===== config.mk =====
export PLATFORM = sky130hd
export DESIGN_NAME = rx_fifo_flow
export DESIGN_NICKNAME = d
export VERILOG_FILES = /design/src/rtl/rxf_pkg.sv /design/src/rtl/rxf_mode_dec.sv /design/src/rtl/rxf_buf.sv /design/src/rtl/rxf_rts_ctrl.sv /design/src/rtl/rx_fifo_flow.sv
export SDC_FILE = /design/constraint.sdc
export NUM_CORES = 1
export LEC_CHECK = 0
export ABC_AREA = 1
export BUFFER_PORTS_ARGS = -buffer_cell sky130_fd_sc_hd__clkbuf_2
export CORE_ASPECT_RATIO = 0.5
export CORE_MARGIN = 8
export CORE_UTILIZATION = 51
export CTS_CLUSTER_SIZE = 10
export DETAILED_ROUTE_END_ITERATION = 8
export PLACE_DENSITY_LB_ADDON = 0.1
export SLEW_MARGIN = 20
export SYNTH_ARGS = -nofsm -noshare
export SYNTH_HDL_FRONTEND = slang
export SYNTH_SLANG_ARGS = --single-unit

===== constraint.sdc =====
create_clock -name clk_i -period 6 [get_ports clk_i]
set_input_delay 0.3 -clock clk_i [delete_from_list [all_inputs] [get_ports clk_i]]
set_output_delay 0.3 -clock clk_i [all_outputs]
set_load 0.02 [all_outputs]

===== src/rtl/rxf_pkg.sv =====
package rxf_pkg;
  localparam int LANES  = 4;
  localparam int LANE_W = 8;
  localparam int WORD_W = LANES * LANE_W;
  localparam int NUM_W  = $clog2(LANES + 1);

  localparam logic [2:0] MODE_BUS_MASTER = 3'd4;
  localparam logic [2:0] MODE_BUS_SLAVE  = 3'd5;
  localparam logic [2:0] MODE_NODE_NET   = 3'd6;

  typedef enum logic {FIFO_MULTI = 1'b0, FIFO_SINGLE = 1'b1} fifo_mode_e;
endpackage


===== src/rtl/rxf_mode_dec.sv =====
module rxf_mode_dec
  import rxf_pkg::*;
(
  input  logic       nine_bit_i,
  input  logic [2:0] op_mode_i,
  output fifo_mode_e mode_o
);
  logic proto_single;

  always_comb begin
    unique case (op_mode_i)
      MODE_BUS_MASTER, MODE_BUS_SLAVE, MODE_NODE_NET: proto_single = 1'b1;
      default:                                        proto_single = 1'b0;
    endcase
    mode_o = (nine_bit_i || proto_single) ? FIFO_SINGLE : FIFO_MULTI;
  end
endmodule


===== src/rtl/rxf_buf.sv =====
module rxf_buf
  import rxf_pkg::*;
#(
  parameter int DEPTH = 16,
  localparam int PTR_W = $clog2(DEPTH),
  localparam int CNT_W = $clog2(DEPTH + 1)
) (
  input  logic                    clk_i,
  input  logic                    rst_ni,
  input  logic                    push_i,
  input  logic [LANE_W-1:0]       wdata_i,
  input  logic [NUM_W-1:0]        pop_n_i,
  output logic [LANE_W-1:0]       peek_o [LANES],
  output logic [CNT_W-1:0]        cnt_o,
  output logic [CNT_W-1:0]        cnt_nxt_o
);
  logic [LANE_W-1:0] mem_q [DEPTH];
  logic [PTR_W-1:0]  wr_ptr_q, rd_ptr_q;
  logic [CNT_W-1:0]  cnt_q;

  // pointers wrap naturally: DEPTH is a power of two
  always_comb begin
    cnt_nxt_o = cnt_q + CNT_W'(push_i) - CNT_W'(pop_n_i);
  end

  always_ff @(posedge clk_i or negedge rst_ni) begin
    if (!rst_ni) begin
      wr_ptr_q <= '0;
      rd_ptr_q <= '0;
      cnt_q    <= '0;
    end else begin
      if (push_i) wr_ptr_q <= wr_ptr_q + PTR_W'(1);
      rd_ptr_q <= rd_ptr_q + PTR_W'(pop_n_i);
      cnt_q    <= cnt_nxt_o;
    end
  end

  always_ff @(posedge clk_i) begin
    if (push_i) mem_q[wr_ptr_q] <= wdata_i;
  end

  for (genvar k = 0; k < LANES; k++) begin : g_peek
    assign peek_o[k] = mem_q[rd_ptr_q + PTR_W'(k)];
  end

  assign cnt_o = cnt_q;
endmodule


===== src/rtl/rxf_rts_ctrl.sv =====
module rxf_rts_ctrl #(
  parameter int CNT_W = 5
) (
  input  logic             clk_i,
  input  logic             rst_ni,
  input  logic             en_i,
  input  logic [CNT_W-1:0] lo_i,
  input  logic [CNT_W-1:0] hi_i,
  input  logic [CNT_W-1:0] level_i,
  output logic             rts_o
);
  logic rts_q, rts_d;

  always_comb begin
    rts_d = rts_q;
    if (!en_i)                rts_d = 1'b0;
    else if (level_i >= hi_i) rts_d = 1'b1;   // stop wins on equal thresholds
    else if (level_i <= lo_i) rts_d = 1'b0;
  end

  always_ff @(posedge clk_i or negedge rst_ni) begin
    if (!rst_ni) rts_q <= 1'b0;
    else         rts_q <= rts_d;
  end

  assign rts_o = rts_q;
endmodule


===== src/rtl/rx_fifo_flow.sv =====
module rx_fifo_flow
  import rxf_pkg::*;
#(
  parameter int DEPTH = 16,
  localparam int CNT_W = $clog2(DEPTH + 1)
) (
  input  logic              clk_i,
  input  logic              rst_ni,
  input  logic              wr_valid_i,
  input  logic [7:0]        wr_data_i,
  input  logic              rd_req_i,
  input  logic              rd_word_i,
  output logic [31:0]       rd_data_o,
  output logic [2:0]        rd_cnt_o,
  input  logic [CNT_W-1:0]  thr_lo_i,
  input  logic [CNT_W-1:0]  thr_hi_i,
  input  logic              rts_ctl_en_i,
  input  logic              nine_bit_i,
  input  logic [2:0]        op_mode_i,
  input  logic              ovr_clr_i,
  output logic              rts_o,
  output logic [CNT_W-1:0]  fill_o,
  output logic              empty_o,
  output logic              full_o,
  output logic              ovr_o
);
  fifo_mode_e        mode;
  logic [LANE_W-1:0] peek [LANES];
  logic [CNT_W-1:0]  cnt, cnt_nxt;
  logic              push, is_full;
  logic [NUM_W-1:0]  want, pop_n;
  logic [WORD_W-1:0] rdata_d, rdata_q;
  logic [NUM_W-1:0]  rcnt_q;
  logic              ovr_q;

  rxf_mode_dec u_mode (
    .nine_bit_i (nine_bit_i),
    .op_mode_i  (op_mode_i),
    .mode_o     (mode)
  );

  // acceptance judged on the level before any same-cycle read
  assign is_full = (cnt == CNT_W'(DEPTH));
  assign push    = wr_valid_i && !is_full;

  always_comb begin
    want  = (rd_word_i && mode == FIFO_MULTI) ? NUM_W'(LANES) : NUM_W'(1);
    pop_n = '0;
    if (rd_req_i) pop_n = (cnt < CNT_W'(want)) ? NUM_W'(cnt) : want;
  end

  rxf_buf #(.DEPTH(DEPTH)) u_buf (
    .clk_i     (clk_i),
    .rst_ni    (rst_ni),
    .push_i    (push),
    .wdata_i   (wr_data_i),
    .pop_n_i   (pop_n),
    .peek_o    (peek),
    .cnt_o     (cnt),
    .cnt_nxt_o (cnt_nxt)
  );

  for (genvar k = 0; k < LANES; k++) begin : g_lane
    assign rdata_d[k*LANE_W +: LANE_W] = (NUM_W'(k) < pop_n) ? peek[k] : '0;
  end

  always_ff @(posedge clk_i or negedge rst_ni) begin
    if (!rst_ni) begin
      rdata_q <= '0;
      rcnt_q  <= '0;
      ovr_q   <= 1'b0;
    end else begin
      if (rd_req_i) begin
        rdata_q <= rdata_d;
        rcnt_q  <= pop_n;
      end
      if (wr_valid_i && is_full) ovr_q <= 1'b1;
      else if (ovr_clr_i)        ovr_q <= 1'b0;
    end
  end

  rxf_rts_ctrl #(.CNT_W(CNT_W)) u_rts (
    .clk_i   (clk_i),
    .rst_ni  (rst_ni),
    .en_i    (rts_ctl_en_i),
    .lo_i    (thr_lo_i),
    .hi_i    (thr_hi_i),
    .level_i (cnt_nxt),
    .rts_o   (rts_o)
  );

  assign rd_data_o = rdata_q;
  assign rd_cnt_o  = 3'(rcnt_q);
  assign fill_o    = cnt;
  assign empty_o   = (cnt == '0);
  assign full_o    = is_full;
  assign ovr_o     = ovr_q;
endmodule


==> impl_metrics.py, run 1 <==
metrics = {
    "cells_and_area": {
        "drive_above_1_share_pct": 10.7,
        "final_area_um2": 11600,
        "nets": 1409,
        "n_antenna_cell": 0,
        "syn2layout_area_growth_pct": 9.24,
    },
    "floorplanning": {
        "die_h_um": 118,
        "start_util_pct": 51.9,
        "placementRows": 37,
        "dieArea_um2": 26000,
        "core-area_um2": 20500,
        "io_pins": 73,
        "die_w_um": 220,
    },
    "timing": {
        "max_slew_margin_pct": 21.1,
        "fmax_mhz": 268,
        "rsz0062_at_grt": "false",
        "hold_viol": 30,
        "fin_skew_ns": 0.00898,
        "period_share_pct": 62.3,
        "setup_viol_count_final": 0,
        "setup_tns_ns": 0,
        "tightest_slew_ns": 1.18,
        "hold_slack_ns": -0.0295,
        "final_max_slew_viol_count": 0,
        "finalCriticalPeriod_ns": 3.74,
    },
    "drt": {
        "post_drt_wl_per_cell_um": 21.0,
        "drt-initial-drc-count": 1541,
        "route.detailed.drc": 0,
        "viasPerCell": 5.94,
        "wl_mm": 34.4,
        "vias": 9709,
        "ant_nets": 0,
        "dr.pass1.iters": 6,
    },
    "global_routing": {
        "grt_antenna_before_repair": 0,
        "grt_max_degree": 107,
        "grt_pass1_wl_mm": 52.4,
        "grtUsageTotal_pct": 26.6,
        "grt_pass1_vias": 9073,
        "grt_overflow": 0,
    },
    "outcome": {
        "status": "finished, violations left",
        "violations": "negative hold slack",
    },
    "place": {
        "port_buffers": 72,
        "hpwl_mm": 23.1,
        "placed_area_um2": 11000,
        "place.gp.congestion": 0.881,
    },
    "yosys": {
        "ys_warn_count": 0,
        "ys_seq_elements": 178,
        "synth_top_cell_by_area": "edfxtp_1",
        "postSynth.topFlopCell": "edfxtp_1",
        "async_flop_share_pct": 28.1,
        "yosysSeqAreaShare_pct": 47.8,
        "syn-cell-area_um2": 10600,
        "synth.avg_cell_area_um2": 8.08,
        "synth_cells": 1318,
        "synth_edf_count": 128,
        "synth_cell_types": 41,
        "synthTopCellsByArea": "edfxtp_1, nand2_1, nand3_1",
        "yosys-top-cells-count": "nand2_1, nand3_1, edfxtp_1, inv_1, dfrtp_1",
        "synth_top_cell_area_share_pct": 36.1,
        "synth.net_count": 1379,
        "synth_most_common_cell": "nand2_1",
    },
    "worst_setup_path": {
        "arrival_ns": 4.12,
        "cp.required_ns": 6.38,
        "path_max_fanout": 6,
        "critical_path_class": "register to register",
        "cp-end-kind": "register",
        "setup.worst_path.start_class": "register",
    },
    "clock_tree": {
        "clockBufferDepth": 2,
        "cts_num_sinks": 178,
        "postCtsSetupBuffers": 0,
        "hold_buffers": 0,
        "clock-root-buffer": "clkbuf_16",
        "h-tree-depth": 4,
        "cts_resized": 0,
        "clkLatencyLatePin_ns": 0.44,
        "cts_inserted_buffers": 17,
        "cts_tree": "yes",
        "clk_pin_slew_ns": 0.06,
    },
    "hold_path": {
        "worstHoldPathType": "input port to asynchronous set/reset pin",
    },
    "run": {
        "drv_cap": 0,
    },
}
[worst max-delay path, cell delays in order (launching register included)]
cell and delay (ns):
dfrtp_1 0.44, ha_1 0.36, o31ai_2 0.32, nand3_1 0.18, inv_1 0.12, ha_1 0.24, inv_1 0.06, ha_1 0.15
inv_1 0.05, fa_1 0.39, o21ai_0 0.22, xnor2_1 0.22, ha_1 0.33, nand2_1 0.09, inv_1 0.05, o21ai_0 0.09
nand4_1 0.14, nand3b_1 0.17, nand2_1 0.05
[cell usage in the layout (no fill, tap or decap), types with 3 or more instances in the layout]
cell type / n
nand2_1: 500
nand3_1: 288
edfxtp_1: 128
clkbuf_2: 72
inv_1: 71
dfrtp_1: 48
nor2_1: 31
ha_1: 29
o211ai_1: 28
o21ai_0: 25
clkbuf_16: 17
o21ai_1: 16
a21oi_1: 14
buf_4: 11
inv_2: 8
o21ai_2: 7
nand4_1: 6
a21boi_1: 6
and2_0: 6
xor2_1: 5
bufinv_16: 5
nor2_2: 3
xnor2_1: 3
inv_4: 3
clkinv_2: 3
clkbuf_1: 3
[metrics by stage]
| stage | setup WS, ns | util [%] | std cells |
|---|---|---|---|
| 3_3_place_gp | 2.24 | 53.6 | 1602 |
| 6_report | 2.26 | 56.7 | 1634 |
| 3_5_place_dp | 2.16 | 53.6 | 1602 |
| 2_1_floorplan | 2.52 | - | 1318 |
| 5_1_grt | 1.93 | 56.7 | 1634 |
| 4_1_cts | 2.26 | 56.7 | 1634 |
[cell families after synthesis]
family	count (synthesis)	share of synthesized area, %
fa+ha+maj	32	3.90
buf+inv	155	7.19
flops	178	47.8
xor+xnor	10	1.18
compound gates	102	6.19
simple gates	841	33.7
[path summary, 6_finish.rpt]
kind,to,start,slack (ns),cells past startpoint
worst max-delay path,u_rts.rts_o,u_buf.cnt_o[2],2.26,18
worst min-delay path,rd_data_o[27],rst_ni,-0.03,2
worst max register to register,u_rts.rts_o,u_buf.cnt_o[2],2.26,18
worst min register to register,rd_data_o[18],rd_data_o[18],0.48,2
max in group asynchronous,u_buf.rd_ptr_q[0],rst_ni,5.47,2
min in group clk_i,ovr_o,ovr_clr_i,0.04,2
[state kept, by name (all words and copies together) (netlist names)]
name,count
ovr_o,1
rd_cnt_o,3
rd_data_o,32
u_buf.cnt_o,5
u_buf.mem_q,128
u_buf.rd_ptr_q,4
u_buf.wr_ptr_q,4
u_rts.rts_o,1
[layer usage]
layer	routed length (um)	track usage, %	vias up
met1	14300	38.2	4482
li1	-	-	4498
met4	834	9.68	0
met3	5500	9.16	73
met5	0	0	-
met2	13700	36.4	656
[final cells by class]
class,instances,area [um^2]
Sequential cell,178,5100
Timing Repair Buffer,83,443
Clock inverter,11,185
Fill cell,1821,8880
Clock buffer,21,450
Tap cell,273,342
Inverter,83,319
Multi-Input combinational cell,985,4790
Power of run 1 is left out: the tool's default activity adds up to more than one toggle a clock period on the data nets, which glitch-free logic cannot reach.
==> inputs of run 2 (changes only) <==
clock period = 3.6 ns   (was 6 ns; I/O delays follow)
==> impl_metrics.py, run 2 (same netlist as run 1, synthesis figures left out) <==
metrics = {
    "outcome": {
        "status": "complete, no violations",
    },
    "worst_setup_path": {
        "setup.worst_path.start_class": "register",
        "reg2regPathDepth": 22,
        "cp.required_ns": 3.94,
        "r2r_slack_ns": 0.18,
        "reg2reg_to": "u_rts.rts_o",
        "cp-end-kind": "register",
        "arrival_ns": 3.76,
        "reg2reg_from": "u_buf.cnt_o[3]",
        "path_max_fanout": 3,
        "critical_path_class": "register to register",
    },
    "timing": {
        "hold_viol": 0,
        "fin_ws_ns": 0.183,
        "fin_skew_ns": 0.00967,
        "fmax_mhz": 293,
        "tightest_slew_ns": 1.07,
        "period_share_pct": 94.9,
        "setup_tns_ns": 0,
        "final_max_slew_viol_count": 0,
        "hold_slack_ns": 0.0236,
        "finalCriticalPeriod_ns": 3.42,
        "max_slew_margin_pct": 28.4,
        "setup_viol_count_final": 0,
    },
    "global_routing": {
        "grt_overflow": 0,
        "grt_pass1_wl_mm": 53.5,
        "grt_max_degree": 140,
        "grt_pass1_vias": 8884,
        "grtUsageTotal_pct": 27.4,
        "grt_antenna_before_repair": 0,
    },
    "place": {
        "placed_area_um2": 11200,
        "hpwl_mm": 24.4,
        "port_buffers": 72,
        "place.gp.congestion": 0.928,
        "pre_cts_slack_ns": -0.0476,
    },
    "floorplanning": {
        "die_w_um": 220,
        "die_h_um": 118,
        "placementRows": 37,
        "io_pins": 73,
        "dieArea_um2": 26000,
        "start_util_pct": 51.9,
        "core-area_um2": 20500,
    },
    "clock_tree": {
        "clock-root-buffer": "clkbuf_16",
        "cts_inserted_buffers": 17,
        "cts_tree": "yes",
        "clk_pin_slew_ns": 0.06,
        "clkLatencyLatePin_ns": 0.46,
        "h-tree-depth": 4,
        "clockBufferDepth": 2,
        "cts_num_sinks": 178,
    },
    "drt": {
        "drt-initial-drc-count": 1451,
        "post_drt_wl_per_cell_um": 21.3,
        "route.detailed.drc": 0,
        "wl_mm": 35.5,
        "vias": 9823,
        "ant_nets": 0,
        "viasPerCell": 5.90,
        "dr.pass1.iters": 7,
    },
    "cells_and_area": {
        "final_util_pct": 58.5,
        "nets": 1441,
        "n_antenna_cell": 0,
        "final_common_cell": "nand2_1",
        "drive_above_1_share_pct": 13.8,
        "mostFrequentLayoutCells": "nand2_1, nand3_1, edfxtp_1",
        "regMostFlops": "u_buf.mem_q",
        "syn2layout_area_growth_pct": 12.7,
        "final_area_um2": 12000,
        "largest_reg_flops": 128,
        "fill_cells": 1811,
    },
    "hold_path": {
        "min_path_cells": 3,
        "worstHoldPathType": "input port to register",
        "hp-start": "wr_valid_i",
        "hold_path_end": "u_buf.wr_ptr_q[0]",
    },
    "run": {
        "drv_cap": 0,
    },
    "pwr": {
        "power_density_nw_per_um2": 1130,
        "peakVddDrop_mv": 0.795,
        "p_leak_nw": 5.52,
    },
}
==> run 2: cell type report <==
| cell class | count | area (um^2) | area share [%] |
|---|---|---|---|
| clock inverters | 11 | 141 | 1.18 |
| repair buffers | 115 | 718 | 5.98 |
| well taps | 273 | 342 | 2.85 |
| multi-input cells | 985 | 4880 | 40.7 |
| flip-flops and latches | 178 | 5100 | 42.5 |
| inverters | 83 | 319 | 2.66 |
| clock buffers | 21 | 503 | 4.19 |
==> run 2: through the flow <==
step | std cells | power [mW]
after floorplan | 1318 | 8.68
after global placement | 1624 | 10.9
after detailed placement | 1624 | 11.0
after CTS | 1660 | 13.1
after global routing | 1666 | 14.5
final | 1666 | 13.5
==> run 2: how the worst max path moves through the flow <==
stage	start	to	depth (start not counted)
2_1_floorplan	u_buf.cnt_o[2]	u_rts.rts_o	20
3_3_place_gp	rd_word_i	u_rts.rts_o	24
3_5_place_dp	rd_word_i	u_rts.rts_o	24
4_1_cts	u_buf.cnt_o[3]	u_rts.rts_o	22
5_1_grt	u_buf.cnt_o[3]	u_rts.rts_o	22
6_report	u_buf.cnt_o[3]	u_rts.rts_o	22
==> run 2: repair_timing <==
item | 4_1_cts | 5_1_grt
setup endpoints to repair | 1 | 1
hold buffers | 4 | 0
buffers inserted | 0 | 6
gates resized for setup | 1 | 17
endpoints found under the hold margin | 52 | 0
pin swaps | 0 | 9
==> run 2: worst max-delay path, stage by stage, from the launching register on <==
cell and delay, ns:
dfrtp_1 0.39, inv_2 0.10, ha_4 0.15, inv_2 0.05
o31ai_4 0.25, nand3_2 0.11, inv_2 0.08, ha_1 0.22
inv_1 0.07, ha_2 0.18, inv_1 0.06, fa_2 0.45
o21ai_2 0.18, xnor2_2 0.16, ha_1 0.27, nand2_1 0.07
inv_1 0.05, o21ai_0 0.06, nand2_1 0.07, o22ai_1 0.15
nor2_1 0.06, nand3b_1 0.08, nand2_1 0.05
==> run 2: per-layer routing <==
metal	global-route usage [%]	vias to the layer above	part of all wire, %
li1	-	4552	-
met5	0	-	0
met1	40.2	4622	43
met3	10.1	64	15
met2	36.8	585	40
met4	8.43	0	1.9
==> run 2: power by group <==
part / leakage (nW) / switching [mW] / internal (mW) / total [mW]
logic: 3.40 / 5.92 / 2.67 / 8.59
registers: 1.80 / 0.299 / 2.62 / 2.92
clock network: 0.325 / 0.819 / 1.21 / 2.03
(Power assumes the default switching activity.)
